File: src/rtl/uart_rxq_pkg.sv
package uart_rxq_pkg;

  // Fill-level select for the receive interrupt
  typedef enum logic [1:0] {
    LVL_EACH_A = 2'b00,
    LVL_EACH_B = 2'b01,
    LVL_THREE  = 2'b10,
    LVL_FULL   = 2'b11
  } rxq_lvl_e;

  // True when a transfer that leaves 'fill' entries should raise the interrupt
  function automatic logic rxq_lvl_hit(input rxq_lvl_e sel,
                                       input int unsigned fill,
                                       input int unsigned depth);
    logic hit;
    case (sel)
      LVL_THREE: hit = (fill == depth - 1);
      LVL_FULL:  hit = (fill == depth);
      default:   hit = 1'b1;
    endcase
    return hit;
  endfunction

endpackage

File: src/rtl/uart_rxq_hold.sv
// Single-character holding stage between the bit sampler and the store.
module uart_rxq_hold #(
  parameter int ENT_W = 11
) (
  input  logic             clk,
  input  logic             rst_n,
  input  logic             arrive,
  input  logic [ENT_W-1:0] arrive_ent,
  input  logic             frozen,
  input  logic             room,
  output logic             held,
  output logic [ENT_W-1:0] held_ent,
  output logic             push
);

  logic load;
  logic held_en;
  logic held_d;

  always_comb begin
    push    = held & room;
    load    = arrive & ~frozen & (~held | push);
    held_en = load | push;
    held_d  = load;
  end

  always_ff @(posedge clk or negedge rst_n) begin
    if (!rst_n)       held <= 1'b0;
    else if (held_en) held <= held_d;
  end

  always_ff @(posedge clk) begin
    if (load) held_ent <= arrive_ent;
  end

endmodule

File: src/rtl/uart_rxq_store.sv
// Circular store of DEPTH entries with fill count.
module uart_rxq_store #(
  parameter int ENT_W = 11,
  parameter int DEPTH = 4,
  parameter int CNT_W = 3,
  parameter int PTR_W = 2
) (
  input  logic             clk,
  input  logic             rst_n,
  input  logic             push,
  input  logic [ENT_W-1:0] wr_ent,
  input  logic             pop_req,
  output logic [ENT_W-1:0] head,
  output logic [CNT_W-1:0] fill,
  output logic [CNT_W-1:0] fill_next,
  output logic             pop
);

  localparam logic [PTR_W-1:0] LAST = PTR_W'(DEPTH - 1);

  logic [PTR_W-1:0] wr_ptr, wr_ptr_d;
  logic [PTR_W-1:0] rd_ptr, rd_ptr_d;
  logic [ENT_W-1:0] slot_q [DEPTH];

  always_comb begin
    pop       = pop_req & (fill != '0);
    fill_next = fill + CNT_W'(push) - CNT_W'(pop);
    wr_ptr_d  = (wr_ptr == LAST) ? '0 : wr_ptr + 1'b1;
    rd_ptr_d  = (rd_ptr == LAST) ? '0 : rd_ptr + 1'b1;
    head      = slot_q[rd_ptr];
  end

  always_ff @(posedge clk or negedge rst_n) begin
    if (!rst_n) begin
      wr_ptr <= '0;
      rd_ptr <= '0;
      fill   <= '0;
    end else begin
      if (push)        wr_ptr <= wr_ptr_d;
      if (pop)         rd_ptr <= rd_ptr_d;
      if (push ^ pop)  fill   <= fill_next;
    end
  end

  for (genvar g = 0; g < DEPTH; g++) begin : g_slot
    logic [ENT_W-1:0] q;
    logic             we;
    assign we = push & (wr_ptr == PTR_W'(g));
    always_ff @(posedge clk) begin
      if (we) q <= wr_ent;
    end
    assign slot_q[g] = q;
  end

endmodule

File: src/rtl/uart_rxq_irq.sv
// Registered one-cycle interrupt on fill-level match at transfer time.
module uart_rxq_irq #(
  parameter int DEPTH = 4,
  parameter int CNT_W = 3
) (
  input  logic                   clk,
  input  logic                   rst_n,
  input  logic                   push,
  input  logic [CNT_W-1:0]       fill_next,
  input  uart_rxq_pkg::rxq_lvl_e sel,
  output logic                   irq
);

  logic hit;
  logic irq_d;

  always_comb begin
    hit   = uart_rxq_pkg::rxq_lvl_hit(sel, int'(fill_next), DEPTH);
    irq_d = push & hit;
  end

  always_ff @(posedge clk or negedge rst_n) begin
    if (!rst_n) irq <= 1'b0;
    else        irq <= irq_d;
  end

endmodule

File: src/rtl/uart_rx_queue.sv
// UART receive queue: holding stage, DEPTH-entry store, threshold interrupt, overrun.
module uart_rx_queue #(
  parameter int DATA_W = 9,
  parameter int DEPTH  = 4
) (
  input  logic              clk,
  input  logic              rst_n,
  input  logic              char_stb,
  input  logic [DATA_W-1:0] char_data,
  input  logic              char_perr,
  input  logic              char_ferr,
  input  logic              rd_pop,
  input  logic [1:0]        irq_sel,
  input  logic              ovr_clr,
  output logic              data_avail,
  output logic [DATA_W-1:0] rd_data,
  output logic              rd_perr,
  output logic              rd_ferr,
  output logic              rx_irq,
  output logic              ovr_err
);

  localparam int ENT_W = DATA_W + 2;
  localparam int CNT_W = $clog2(DEPTH + 1);
  localparam int PTR_W = (DEPTH > 1) ? $clog2(DEPTH) : 1;
  localparam logic [CNT_W-1:0] FULL_LVL = CNT_W'(DEPTH);

  // reset: asserted asynchronously, released after two clock edges
  logic [1:0] rst_sync_q;
  logic       rst_n_i;

  always_ff @(posedge clk or negedge rst_n) begin
    if (!rst_n) rst_sync_q <= 2'b00;
    else        rst_sync_q <= {rst_sync_q[0], 1'b1};
  end
  assign rst_n_i = rst_sync_q[1];

  logic [ENT_W-1:0] in_ent;
  logic [ENT_W-1:0] hold_ent;
  logic [ENT_W-1:0] head_ent;
  logic             held;
  logic             push;
  logic             pop;
  logic             room;
  logic             full;
  logic [CNT_W-1:0] fill;
  logic [CNT_W-1:0] fill_next;
  logic             ovr_set;
  logic             ovr_d;

  assign in_ent = {char_perr, char_ferr, char_data};

  uart_rxq_hold #(.ENT_W(ENT_W)) i_hold (
    .clk        (clk),
    .rst_n      (rst_n_i),
    .arrive     (char_stb),
    .arrive_ent (in_ent),
    .frozen     (ovr_err),
    .room       (room),
    .held       (held),
    .held_ent   (hold_ent),
    .push       (push)
  );

  uart_rxq_store #(
    .ENT_W (ENT_W),
    .DEPTH (DEPTH),
    .CNT_W (CNT_W),
    .PTR_W (PTR_W)
  ) i_store (
    .clk       (clk),
    .rst_n     (rst_n_i),
    .push      (push),
    .wr_ent    (hold_ent),
    .pop_req   (rd_pop),
    .head      (head_ent),
    .fill      (fill),
    .fill_next (fill_next),
    .pop       (pop)
  );

  uart_rxq_irq #(.DEPTH(DEPTH), .CNT_W(CNT_W)) i_irq (
    .clk       (clk),
    .rst_n     (rst_n_i),
    .push      (push),
    .fill_next (fill_next),
    .sel       (uart_rxq_pkg::rxq_lvl_e'(irq_sel)),
    .irq       (rx_irq)
  );

  always_comb begin
    full       = (fill == FULL_LVL);
    room       = ~full;
    data_avail = (fill != '0);
    ovr_set    = held & full & ~pop;
    ovr_d      = ~ovr_clr & (ovr_err | ovr_set);
    rd_data    = head_ent[DATA_W-1:0];
    rd_ferr    = head_ent[DATA_W];
    rd_perr    = head_ent[DATA_W+1];
  end

  always_ff @(posedge clk or negedge rst_n_i) begin
    if (!rst_n_i) ovr_err <= 1'b0;
    else          ovr_err <= ovr_d;
  end

endmodule

File: config.mk
export PLATFORM = sky130hd
export DESIGN_NAME = uart_rx_queue
export DESIGN_NICKNAME = d
export VERILOG_FILES = /design/src/rtl/uart_rxq_pkg.sv /design/src/rtl/uart_rxq_hold.sv /design/src/rtl/uart_rxq_store.sv /design/src/rtl/uart_rxq_irq.sv /design/src/rtl/uart_rx_queue.sv
export SDC_FILE = /design/constraint.sdc
export NUM_CORES = 1
export LEC_CHECK = 0
export BUFFER_PORTS_ARGS = -buffer_cell sky130_fd_sc_hd__buf_2
export CORE_ASPECT_RATIO = 1.1
export CORE_MARGIN = 2
export CORE_UTILIZATION = 55
export DETAILED_ROUTE_END_ITERATION = 10
export PLACE_DENSITY = 0.82
export SYNTH_ARGS = -nofsm -noshare
export SYNTH_HDL_FRONTEND = slang
export SYNTH_HIERARCHICAL = 1
export SYNTH_SLANG_ARGS = --single-unit
File: constraint.sdc
create_clock -name clk -period 3.6 [get_ports clk]
set_input_delay 0.54 -clock clk [delete_from_list [all_inputs] [get_ports clk]]
set_output_delay 0.54 -clock clk [all_outputs]
set_load 0.03 [all_outputs]
After elaboration in Yosys (flattened, before gate mapping)
Index checks and enable logic that the tools add are counted.
Word-level totals
  register bits: 67
  output and inout bits: 14
  word-level logic and storage cells: 56
Cells by class
  $add $sub $neg: 4
  order comparisons: 1
  eq/ne operators: 9
  mux-type cells: 6
  bitwise operators: 22
  reduce and logical (&&, ||, !) cells: 2
Operators with widths (number)
  $bmux 11 s2: 1
  $mux 11: 2
  $and 1x1->1: 12
  $eq 2x2->1 const B: 5
  $eq 3x3->1 const B: 2
  $not 1->1: 5
  $add 2x1->2 const B: 2
  $mux 2: 2
  $add 3x1->3: 1
  $eq 3x2->1 const B: 1
  $ge 3x3->1 const B: 1
  $not 2->3: 1
  $or 1x1->1: 3
  $reduce_bool 3->1: 1
  $sub 3x1->3: 1
  $eq 2x1->1 const B: 1
  $logic_not 2->1: 1
  $pmux 1 s2: 1
  $xor 1x1->1: 1

Logic depth before layout (Yosys ltp)
Gate-level depths: netlist of the first run.
  depth in word-level cells: 8
  gate-level depth with buffers: 11
  depth with buffers taken out: 10

Hierarchy
Netlist of the first run, hierarchy kept.
By module, submodules not included
  uart_rxq_store: times used 1, cells an instance 119, area each 2172.1 um^2, seq. area each 1496.4 um^2
  uart_rxq_hold: times used 1, cells an instance 18, area each 397.9 um^2, seq. area each 355.3 um^2
  uart_rx_queue: times used 1, cells an instance 9, area each 120.1 um^2, seq. area each 75.1 um^2
  uart_rxq_irq: times used 1, cells an instance 5, area each 57.6 um^2, seq. area each 25.0 um^2

Worst setup path before layout of the first run
OpenSTA, ideal clock, no wires.
  path kind: input-to-reg
  start point: in rd_pop
  end point: reg i_irq.irq
  setup time: 82 ps
  data arrival time: 2730 ps
  required time: 3518 ps
  slack: 789 ps
  cell stages on the path: 11
  buffers on the path: 1
  cell sequence: buf_2 o31ai_4 inv_1 ha_1 inv_1 ha_1 fa_1 xor2_1 xnor2_1 or4bb_1 a31oi_1
On the way
  word-level cells in the longest chain between the ends: 5
  elaborated cells between the ends (all ways): 6
  those cells by class: add/sub: 1; eq/ne: 2; mux: 1; bitwise: 2
Ends and longest elaborated chain
  from (decl): RTL line uart_rx_queue.sv:12  | input logic rd_pop,
  $and 1x1->1 *: RTL line uart_rxq_store.sv:26  | pop = pop_req & (fill != '0);
  named net pop: RTL line uart_rx_queue.sv:43  | logic pop;
  $sub 3x1->3 *: RTL line uart_rxq_store.sv:27  | fill_next = fill + CNT_W'(push) - CNT_W'(pop);
  named net fill_next[2]: RTL line uart_rx_queue.sv:47  | logic [CNT_W-1:0] fill_next;
  $eq 3x3->1 / $eq 3x2->1 (equally long branches): RTL line uart_rxq_pkg.sv:18, uart_rxq_pkg.sv:17
  $pmux 1 s2 *: RTL line uart_rxq_pkg.sv:16  | case (sel)
  $and 1x1->1 *: RTL line uart_rxq_irq.sv:19  | irq_d = push & hit;
  named net i_irq.irq_d: RTL line uart_rxq_irq.sv:15  | logic irq_d;
  to (signal assigned): RTL line uart_rxq_irq.sv:24  | else irq <= irq_d;
  to (decl): RTL line uart_rxq_irq.sv:11  | output logic irq
The timed path passes the listed nets; every way through them passes the cells marked *.
A chain may end at the register's enable or synchronous reset.

Worst setup path after layout of the first run
  start point: reg i_store.fill[1]
  end point: reg i_irq.irq
On the way
  elaborated cells between the ends (all ways): 11
  those cells by class: add/sub: 2; eq/ne: 3; mux: 1; bitwise: 4; reduce/logical: 1
RTL lines
  from (decl): RTL line uart_rxq_store.sv:14  | output logic [CNT_W-1:0] fill,
  from (signal assigned): RTL line uart_rxq_store.sv:41  | if (push ^ pop) fill <= fill_next;
  $reduce_bool 3->1 *: RTL line uart_rxq_store.sv:26
  $and 1x1->1 *: RTL line uart_rxq_store.sv:26
  named net pop: RTL line uart_rx_queue.sv:43
  $sub 3x1->3 *: RTL line uart_rxq_store.sv:27
  named net fill_next[2]: RTL line uart_rx_queue.sv:47
  $eq 3x3->1 / $eq 3x2->1 (equally long branches): RTL line uart_rxq_pkg.sv:18, uart_rxq_pkg.sv:17
  $pmux 1 s2 *: RTL line uart_rxq_pkg.sv:16
  $and 1x1->1 *: RTL line uart_rxq_irq.sv:19
  named net i_irq.irq_d: RTL line uart_rxq_irq.sv:15
Marks and branches as above.

==> results of run 1 <==
-- Yosys cell counts (2+ instances only) --
cell      count  share of area [%]
nand2b_1      2               0.46
o22ai_1       2               0.46
a221oi_1      2               0.64
o21ai_0       3               0.55
mux4_1        3                2.9
or3b_1        2               0.64
nor2_1        4               0.55
xnor2_1       2               0.64
mux4_2        8                6.6
ha_1          7                3.2
edfxtp_1     55                 60
o211ai_1      2               0.55
and2_1        5                1.1
a21oi_1       3               0.55
o21ai_2       3               0.96
dfrtp_1      12                 11
inv_1        12                1.6
buf_2         2               0.36
-- area by class of cell --
cell class	count	share of cell area [%]
Inverter	13	1.543
Multi-Input combinational cell	66	22.60
Sequential cell	67	61.73
Clock buffer	12	4.947
Clock inverter	4	1.504
Timing Repair Buffer	33	5.461
Tap cell	56	2.216
-- layer usage --
layer / vias up / track usage [%]
met5: - / 0
met4: 0 / 7.925
met3: 4 / 5.648
met2: 41 / 32.87
met1: 716 / 20.36
li1: 656 / -
-- per-stage QoR --
stage / hold slack (ps) / total power, W / worst slack [ps] / cell area (um2) / cells
2_1_floorplan: 120.9 / 0.001973 / 788.5 / 2748 / 151
3_3_place_gp: 178.0 / 0.002163 / 684.2 / 2948 / 234
3_5_place_dp: 198.0 / 0.002244 / 525.6 / 2948 / 234
4_1_cts: 192.6 / 0.002869 / 519.7 / 3162 / 251
5_1_grt: 211.9 / 0.002993 / 324.2 / 3162 / 251
6_report: 186.0 / 0.002851 / 482.9 / 3162 / 251
-- sequential cells by signal, indices dropped and copies added (netlist names) --
signal	flops
i_store/wr_ptr	2
i_hold/held	1
i_store/fill	3
i_store/rd_ptr	2
i_store/g_slot.q	44
i_hold/held_ent	11
rst_sync_q	2
i_irq/irq	1
ovr_err	1
-- where the power goes --
| part | switching (W) | internal, W | total (W) |
|---|---|---|---|
| Sequential | 0.000183 | 0.00106 | 0.00124 |
| Clock | 0.000260 | 0.000360 | 0.000620 |
| Combinational | 0.000580 | 0.000405 | 0.000986 |
| Total | 0.00102 | 0.00183 | 0.00285 |
-- cells by family after synthesis --
group,count (synthesis),share of synthesized area (%)
compound gates,21,6.011
xor+xnor,3,0.9565
fa+ha+maj,8,3.916
buf+inv,18,2.960
flops,67,71.04
mux,12,9.836
other cells,1,0.1365
simple gates,21,5.145
-- layout by cell type, fill, tap and decap left out, types with 2 or more instances in the layout --
master    netlist  final
edfxtp_1       55     55
o22ai_1         2      2
nor2_1          4      4
xnor2_1         2      2
clkinv_2        0      2
a21oi_1         3      3
nand2b_1        2      2
clkbuf_1        1      2
dfrtp_1        12     12
or3b_1          2      2
ha_1            7      7
o21ai_0         3      3
o211ai_1        2      2
o21ai_2         3      3
a221oi_1        2      2
buf_2           2     31
inv_1          12     12
and2_1          5      5
mux4_2          8      8
clkbuf_8        0      9
mux4_1          3      3
-- worst max path at each step --
| stage | startpoint | to | slack, ps | cells past startpoint |
|---|---|---|---|---|
| 2_1_floorplan | rd_pop | i_irq/irq | 790 | 11 |
| 3_3_place_gp | i_store/fill[1] | i_irq/irq | 680 | 10 |
| 3_5_place_dp | i_store/fill[1] | i_irq/irq | 530 | 10 |
| 4_1_cts | i_store/fill[1] | i_irq/irq | 520 | 10 |
| 5_1_grt | i_store/fill[1] | i_irq/irq | 320 | 10 |
| 6_report | i_store/fill[1] | i_irq/irq | 480 | 10 |
-- repair_timing --
action	CTS	global route
hold buffers	1	0
hold endpoints to repair	2	0
endpoints found under the setup margin	0	0
==> impl_metrics.xml, run 1 <==
<?xml version="1.0" encoding="UTF-8"?>
<metrics>
  <group name="run_status">
    <metric name="outcome" unit="">complete, no violations</metric>
  </group>
  <group name="routing">
    <metric name="drt.antenna.violating_nets" unit="">0</metric>
    <metric name="routed_met1_length" unit="um">1802</metric>
    <metric name="drt_pre_antenna_iters" unit="">4</metric>
    <metric name="drcViolationCount" unit="">0</metric>
    <metric name="routed_wire_length_per_instance" unit="um">19.04</metric>
    <metric name="met2RoutedLength" unit="um">2703</metric>
    <metric name="detail_route.vias_per_cell" unit="">5.645</metric>
    <metric name="vias" unit="">1417</metric>
    <metric name="drt-initial-drc-count" unit="">99</metric>
    <metric name="totalWireLength" unit="um">4778</metric>
    <metric name="highest-signal-layer" unit="">met4</metric>
    <metric name="met3WireLength" unit="um">216</metric>
  </group>
  <group name="worst_setup_path">
    <metric name="worst-r2r-cell-count" unit="">10</metric>
    <metric name="arrival_time_at_the_worst_endpoint" unit="ps">3360</metric>
    <metric name="path_cells" unit="">o31ai_4 -&gt; inv_1 -&gt; ha_1 -&gt; inv_1 -&gt; ha_1 -&gt; fa_1 -&gt; xor2_1 -&gt; xnor2_1 -&gt; or4bb_1 -&gt; a31oi_1</metric>
    <metric name="worst-setup-path-type" unit="">flop to flop</metric>
    <metric name="critPathSlowestCell" unit="">dfrtp_1</metric>
    <metric name="delay_contributed_by_the_slowest_stage_of_the_critical_path" unit="ps">530</metric>
    <metric name="critical-path-top-delay-family" unit="">adder cells</metric>
    <metric name="cp_endpoint_kind" unit="">flop</metric>
    <metric name="regToRegStartpoint" unit="">i_store/fill[1]</metric>
    <metric name="crit_path_start_kind" unit="">flop</metric>
    <metric name="cp_max_fo" unit="">12</metric>
    <metric name="timing.reg2reg.setup_slack" unit="ps">480</metric>
    <metric name="timing.critical_path.required" unit="ps">3850</metric>
    <metric name="worst_path_buf_inv" unit="">2</metric>
    <metric name="worstReg2RegEnd" unit="">i_irq/irq</metric>
  </group>
  <group name="floorplan">
    <metric name="core_area" unit="mm2">0.004717</metric>
    <metric name="die_area" unit="mm2">0.005578</metric>
    <metric name="initial_cell_density_of_the_core" unit="%">58.25</metric>
    <metric name="core.rowCount" unit="">26</metric>
    <metric name="fp.dieH" unit="um">78.13</metric>
    <metric name="chipWidth" unit="um">71.39</metric>
    <metric name="io-pin-count" unit="">32</metric>
  </group>
  <group name="clock_tree">
    <metric name="insertion_delay" unit="ps">330</metric>
    <metric name="post_cts.resized_instances" unit="">0</metric>
    <metric name="root_buffer" unit="">clkbuf_8</metric>
    <metric name="cts.htree.levels" unit="">3</metric>
    <metric name="cts_setup_buffers" unit="">0</metric>
    <metric name="tritoncts.num_buffers" unit="">9</metric>
    <metric name="cts_tree" unit="">done</metric>
    <metric name="numClockSinks" unit="">67</metric>
    <metric name="clk_pin_slew_worst_paths" unit="ps">70</metric>
    <metric name="cts-root-to-sink-buffers" unit="">2</metric>
  </group>
  <group name="cells_and_area">
    <metric name="area.sequential" unit="mm2">0.001952</metric>
    <metric name="fillerInstances" unit="">320</metric>
    <metric name="antenna_diode_count" unit="">0</metric>
    <metric name="area_growth" unit="%">15.07</metric>
    <metric name="utilization" unit="%">67.03</metric>
    <metric name="finalNetCount" unit="">216</metric>
    <metric name="final_layout_size_suffix_gt1_share" unit="%">32.31</metric>
    <metric name="multi_input_area" unit="um2">714.4</metric>
  </group>
  <group name="timing">
    <metric name="setup_viol" unit="">0</metric>
    <metric name="timing.final.crit_period" unit="ps">3117</metric>
    <metric name="timing.clock.skew" unit="ps">9.541</metric>
    <metric name="drv_slew" unit="">0</metric>
    <metric name="finalSetupTns" unit="ps">0</metric>
    <metric name="rsz0062_at_grt" unit="">no</metric>
    <metric name="worst_slew_pin_slew" unit="ps">793.7</metric>
    <metric name="timing.final.crit_share" unit="%">86.58</metric>
    <metric name="relSlewSlack" unit="%">47.09</metric>
    <metric name="timing_hold_violations_final" unit="">0</metric>
    <metric name="fmaxAchievable" unit="MHz">320.8</metric>
  </group>
  <group name="run">
    <metric name="cap_violations" unit="">0</metric>
  </group>
  <group name="global_route">
    <metric name="grt_overflow" unit="">0</metric>
    <metric name="grt_start_max_net_pins" unit="">18</metric>
    <metric name="gr-usage-all-layers" unit="%">18.53</metric>
    <metric name="first_global_vias" unit="">1476</metric>
    <metric name="grt_first_pass_wirelength" unit="um">7355</metric>
    <metric name="number_of_antenna_violations_at_the_first_check_in_global_routing" unit="">0</metric>
  </group>
  <group name="synth">
    <metric name="synth-edff-count" unit="">55</metric>
    <metric name="syn-num-nets" unit="">177</metric>
    <metric name="netlist-cell-type-count" unit="">40</metric>
    <metric name="share_of_the_yosys_chip_area_belonging_to_registers" unit="%">71.04</metric>
    <metric name="synthArstFlopShare" unit="%">17.91</metric>
    <metric name="average_size_of_a_mapped_cell" unit="um2">18.20</metric>
    <metric name="synth.cell_area" unit="mm2">0.002748</metric>
    <metric name="postSynthCellCount" unit="">151</metric>
    <metric name="synth_warnings" unit="">6</metric>
    <metric name="postSynth.topFlopCell" unit="">edfxtp_1</metric>
    <metric name="synth-seq-cells" unit="">67</metric>
  </group>
  <group name="pwr">
    <metric name="p_leak" unit="nW">1.196</metric>
    <metric name="ir_worst_vdd" unit="mV">0.4797</metric>
    <metric name="cellPowerDensity" unit="mW/mm2">901.6</metric>
  </group>
  <group name="place">
    <metric name="post-dp-hpwl" unit="um">3118</metric>
    <metric name="io_buffers" unit="">31</metric>
    <metric name="gp_congestion" unit="">0.7780</metric>
  </group>
  <group name="min_path">
    <metric name="worstHoldPathType" unit="">flop to asynchronous set/reset pin</metric>
  </group>
</metrics>
No activity file was read; power rests on OpenSTA's default activity.
==> run 2: changes to the inputs <==
--- a/config.mk
+++ b/config.mk
@@ -11,6 +11,7 @@
 export CORE_UTILIZATION = 55
 export DETAILED_ROUTE_END_ITERATION = 10
 export PLACE_DENSITY = 0.82
+export REMOVE_ABC_BUFFERS = 1
 export SYNTH_ARGS = -nofsm -noshare
 export SYNTH_HDL_FRONTEND = slang
 export SYNTH_HIERARCHICAL = 1
==> run 2 against run 1 <==
  * Fmax shrank 1.1%
  * Critical endpoint unchanged
  * Core utilization grew 0.053 points
  * Final cell count is the same
  * Clock-buffer cell count shrank 3
  * Largest cell class unchanged
==> impl_metrics.xml, run 2 (synthesized netlist as in run 1, its figures left out) <==
<?xml version="1.0" encoding="UTF-8"?>
<metrics>
  <group name="cells_and_area">
    <metric name="layout_common_cells" unit="">edfxtp_1 (55), buf_2 (31), inv_1 (12), dfrtp_1 (12), clkbuf_8 (9)</metric>
    <metric name="layout_commonest_cell" unit="">edfxtp_1</metric>
    <metric name="area_growth" unit="%">15.16</metric>
    <metric name="utilization" unit="%">67.08</metric>
    <metric name="final_layout_size_suffix_gt1_share" unit="%">32.31</metric>
    <metric name="largest_registers" unit="">i_store/g_slot.q: 44 flops, i_hold/held_ent: 11 flops, i_store/fill: 3 flops</metric>
    <metric name="largest_register_ff_count" unit="">44</metric>
    <metric name="final-instance-count-excl-fill" unit="">251</metric>
    <metric name="area.sequential" unit="mm2">0.001952</metric>
    <metric name="multi_input_area" unit="um2">714.4</metric>
    <metric name="antenna_diode_count" unit="">0</metric>
    <metric name="finalNetCount" unit="">216</metric>
    <metric name="top_register" unit="">i_store/g_slot.q</metric>
    <metric name="fillerInstances" unit="">308</metric>
  </group>
  <group name="routing">
    <metric name="drcViolationCount" unit="">0</metric>
    <metric name="routed_wire_length_per_instance" unit="um">18.19</metric>
    <metric name="vias" unit="">1435</metric>
    <metric name="drt.antenna.violating_nets" unit="">0</metric>
    <metric name="drt_pre_antenna_iters" unit="">4</metric>
    <metric name="totalWireLength" unit="um">4566</metric>
    <metric name="highest-signal-layer" unit="">met4</metric>
    <metric name="routed_met1_length" unit="um">1874</metric>
    <metric name="detail_route.vias_per_cell" unit="">5.717</metric>
    <metric name="drt-initial-drc-count" unit="">83</metric>
    <metric name="met2RoutedLength" unit="um">2363</metric>
    <metric name="met3WireLength" unit="um">171</metric>
  </group>
  <group name="clock_tree">
    <metric name="numClockSinks" unit="">67</metric>
    <metric name="cts-root-to-sink-buffers" unit="">2</metric>
    <metric name="tritoncts.num_buffers" unit="">9</metric>
    <metric name="cts_tree" unit="">done</metric>
    <metric name="cts_setup_buffers" unit="">0</metric>
    <metric name="insertion_delay" unit="ps">330</metric>
    <metric name="clk_pin_slew_worst_paths" unit="ps">70</metric>
    <metric name="cts.htree.levels" unit="">3</metric>
    <metric name="root_buffer" unit="">clkbuf_8</metric>
  </group>
  <group name="timing">
    <metric name="finalSetupTns" unit="ps">0</metric>
    <metric name="rsz0062_at_grt" unit="">no</metric>
    <metric name="relSlewSlack" unit="%">50.07</metric>
    <metric name="timing_hold_violations_final" unit="">0</metric>
    <metric name="worst_slew_pin_slew" unit="ps">748.9</metric>
    <metric name="fmaxAchievable" unit="MHz">317.2</metric>
    <metric name="fin_worst_hold_slack" unit="ps">184.8</metric>
    <metric name="timing.clock.skew" unit="ps">5.852</metric>
    <metric name="drv_slew" unit="">0</metric>
    <metric name="setup_viol" unit="">0</metric>
    <metric name="timing.final.crit_share" unit="%">87.57</metric>
    <metric name="timing.final.crit_period" unit="ps">3153</metric>
  </group>
  <group name="worst_setup_path">
    <metric name="timing.critical_path.required" unit="ps">3860</metric>
    <metric name="arrival_time_at_the_worst_endpoint" unit="ps">3410</metric>
    <metric name="cp_endpoint_kind" unit="">flop</metric>
    <metric name="worst-setup-path-type" unit="">flop to flop</metric>
    <metric name="critPathSlowestCell" unit="">dfrtp_1</metric>
    <metric name="delay_contributed_by_the_slowest_stage_of_the_critical_path" unit="ps">530</metric>
    <metric name="cp_max_fo" unit="">12</metric>
    <metric name="crit_path_start_kind" unit="">flop</metric>
    <metric name="path_cells" unit="">o31ai_4 -&gt; inv_1 -&gt; ha_1 -&gt; inv_1 -&gt; ha_1 -&gt; fa_1 -&gt; xor2_1 -&gt; xnor2_1 -&gt; or4bb_1 -&gt; a31oi_1</metric>
    <metric name="worst-r2r-cell-count" unit="">10</metric>
    <metric name="worst_path_buf_inv" unit="">2</metric>
    <metric name="cp_num_cells" unit="">10</metric>
    <metric name="critical-path-top-delay-family" unit="">adder cells</metric>
  </group>
  <group name="global_route">
    <metric name="number_of_antenna_violations_at_the_first_check_in_global_routing" unit="">0</metric>
    <metric name="gr-usage-all-layers" unit="%">18.36</metric>
    <metric name="grt_overflow" unit="">0</metric>
    <metric name="grt_first_pass_wirelength" unit="um">7396</metric>
    <metric name="grt_start_max_net_pins" unit="">18</metric>
    <metric name="first_global_vias" unit="">1566</metric>
  </group>
  <group name="floorplan">
    <metric name="die_area" unit="mm2">0.005578</metric>
    <metric name="chipWidth" unit="um">71.39</metric>
    <metric name="initial_cell_density_of_the_core" unit="%">58.25</metric>
    <metric name="core_area" unit="mm2">0.004717</metric>
    <metric name="fp.dieH" unit="um">78.13</metric>
    <metric name="core.rowCount" unit="">26</metric>
    <metric name="io-pin-count" unit="">32</metric>
  </group>
  <group name="pwr">
    <metric name="p_leak" unit="nW">1.203</metric>
    <metric name="cellPowerDensity" unit="mW/mm2">903.9</metric>
    <metric name="ir_worst_vdd" unit="mV">0.6492</metric>
    <metric name="report.power.total" unit="W">0.002860</metric>
  </group>
  <group name="place">
    <metric name="place_inst" unit="">234</metric>
    <metric name="io_buffers" unit="">31</metric>
    <metric name="gp_congestion" unit="">0.7842</metric>
    <metric name="post-dp-hpwl" unit="um">3085</metric>
  </group>
  <group name="run">
    <metric name="cap_violations" unit="">0</metric>
  </group>
  <group name="run_status">
    <metric name="outcome" unit="">complete, no violations</metric>
  </group>
  <group name="min_path">
    <metric name="worstHoldPathType" unit="">flop to asynchronous set/reset pin</metric>
  </group>
</metrics>
==> run 2: changes by cell type in the layout (fill, tap and decap cells not counted), sizes merged <==
cell      previous run  this run
bufinv               1         2
clkbuf              12         9
clkinv               2         5
clkinvlp             1         0
==> run 2: layout make-up <==
type / count / area share [%]
multi-input combinational: 66 / 22.58
tap: 56 / 2.214
timing repair buffer: 33 / 5.457
clock inverter: 7 / 2.610
sequential: 67 / 61.68
inverter: 13 / 1.542
clock buffer: 9 / 3.915
==> run 2: per-stage QoR <==
stage | setup WS [ps] | area, um2
after floorplan | 691.7 | 2715
after global placement | 704.2 | 2948
after detailed placement | 507.3 | 2948
after CTS | 463.2 | 3164
after global routing | 300.7 | 3164
final | 447.5 | 3164
==> run 2: report_power, final <==
group	internal [W]	switching (W)	total, W	leakage (nW)
Combinational	0.000404	0.000575	0.000979	0.439
Clock	0.000381	0.000259	0.000641	0.108
Sequential	0.00106	0.000179	0.00124	0.656
==> run 2: final timing paths <==
path                                   end            start  slack, ps
max in group asynchronous    rst_sync_q[0]            rst_n       3000
min                        i_store/fill[1]    rst_sync_q[1]        180
max reg2reg                      i_irq/irq  i_store/fill[1]        450
min in group clk             rst_sync_q[1]    rst_sync_q[0]        360
min reg2reg                i_store/fill[1]    rst_sync_q[1]        180
max                              i_irq/irq  i_store/fill[1]        450
==> run 2: routing by layer <==
layer,track usage (%),up-vias
met5,0,-
met4,12.83,0
met3,4.236,15
met2,29.72,48
met1,21.55,711
li1,-,661
==> run 2: timing repair <==
action	CTS	global route
hold endpoints to repair	2	0
hold buffers	1	0
resized for setup	0	0
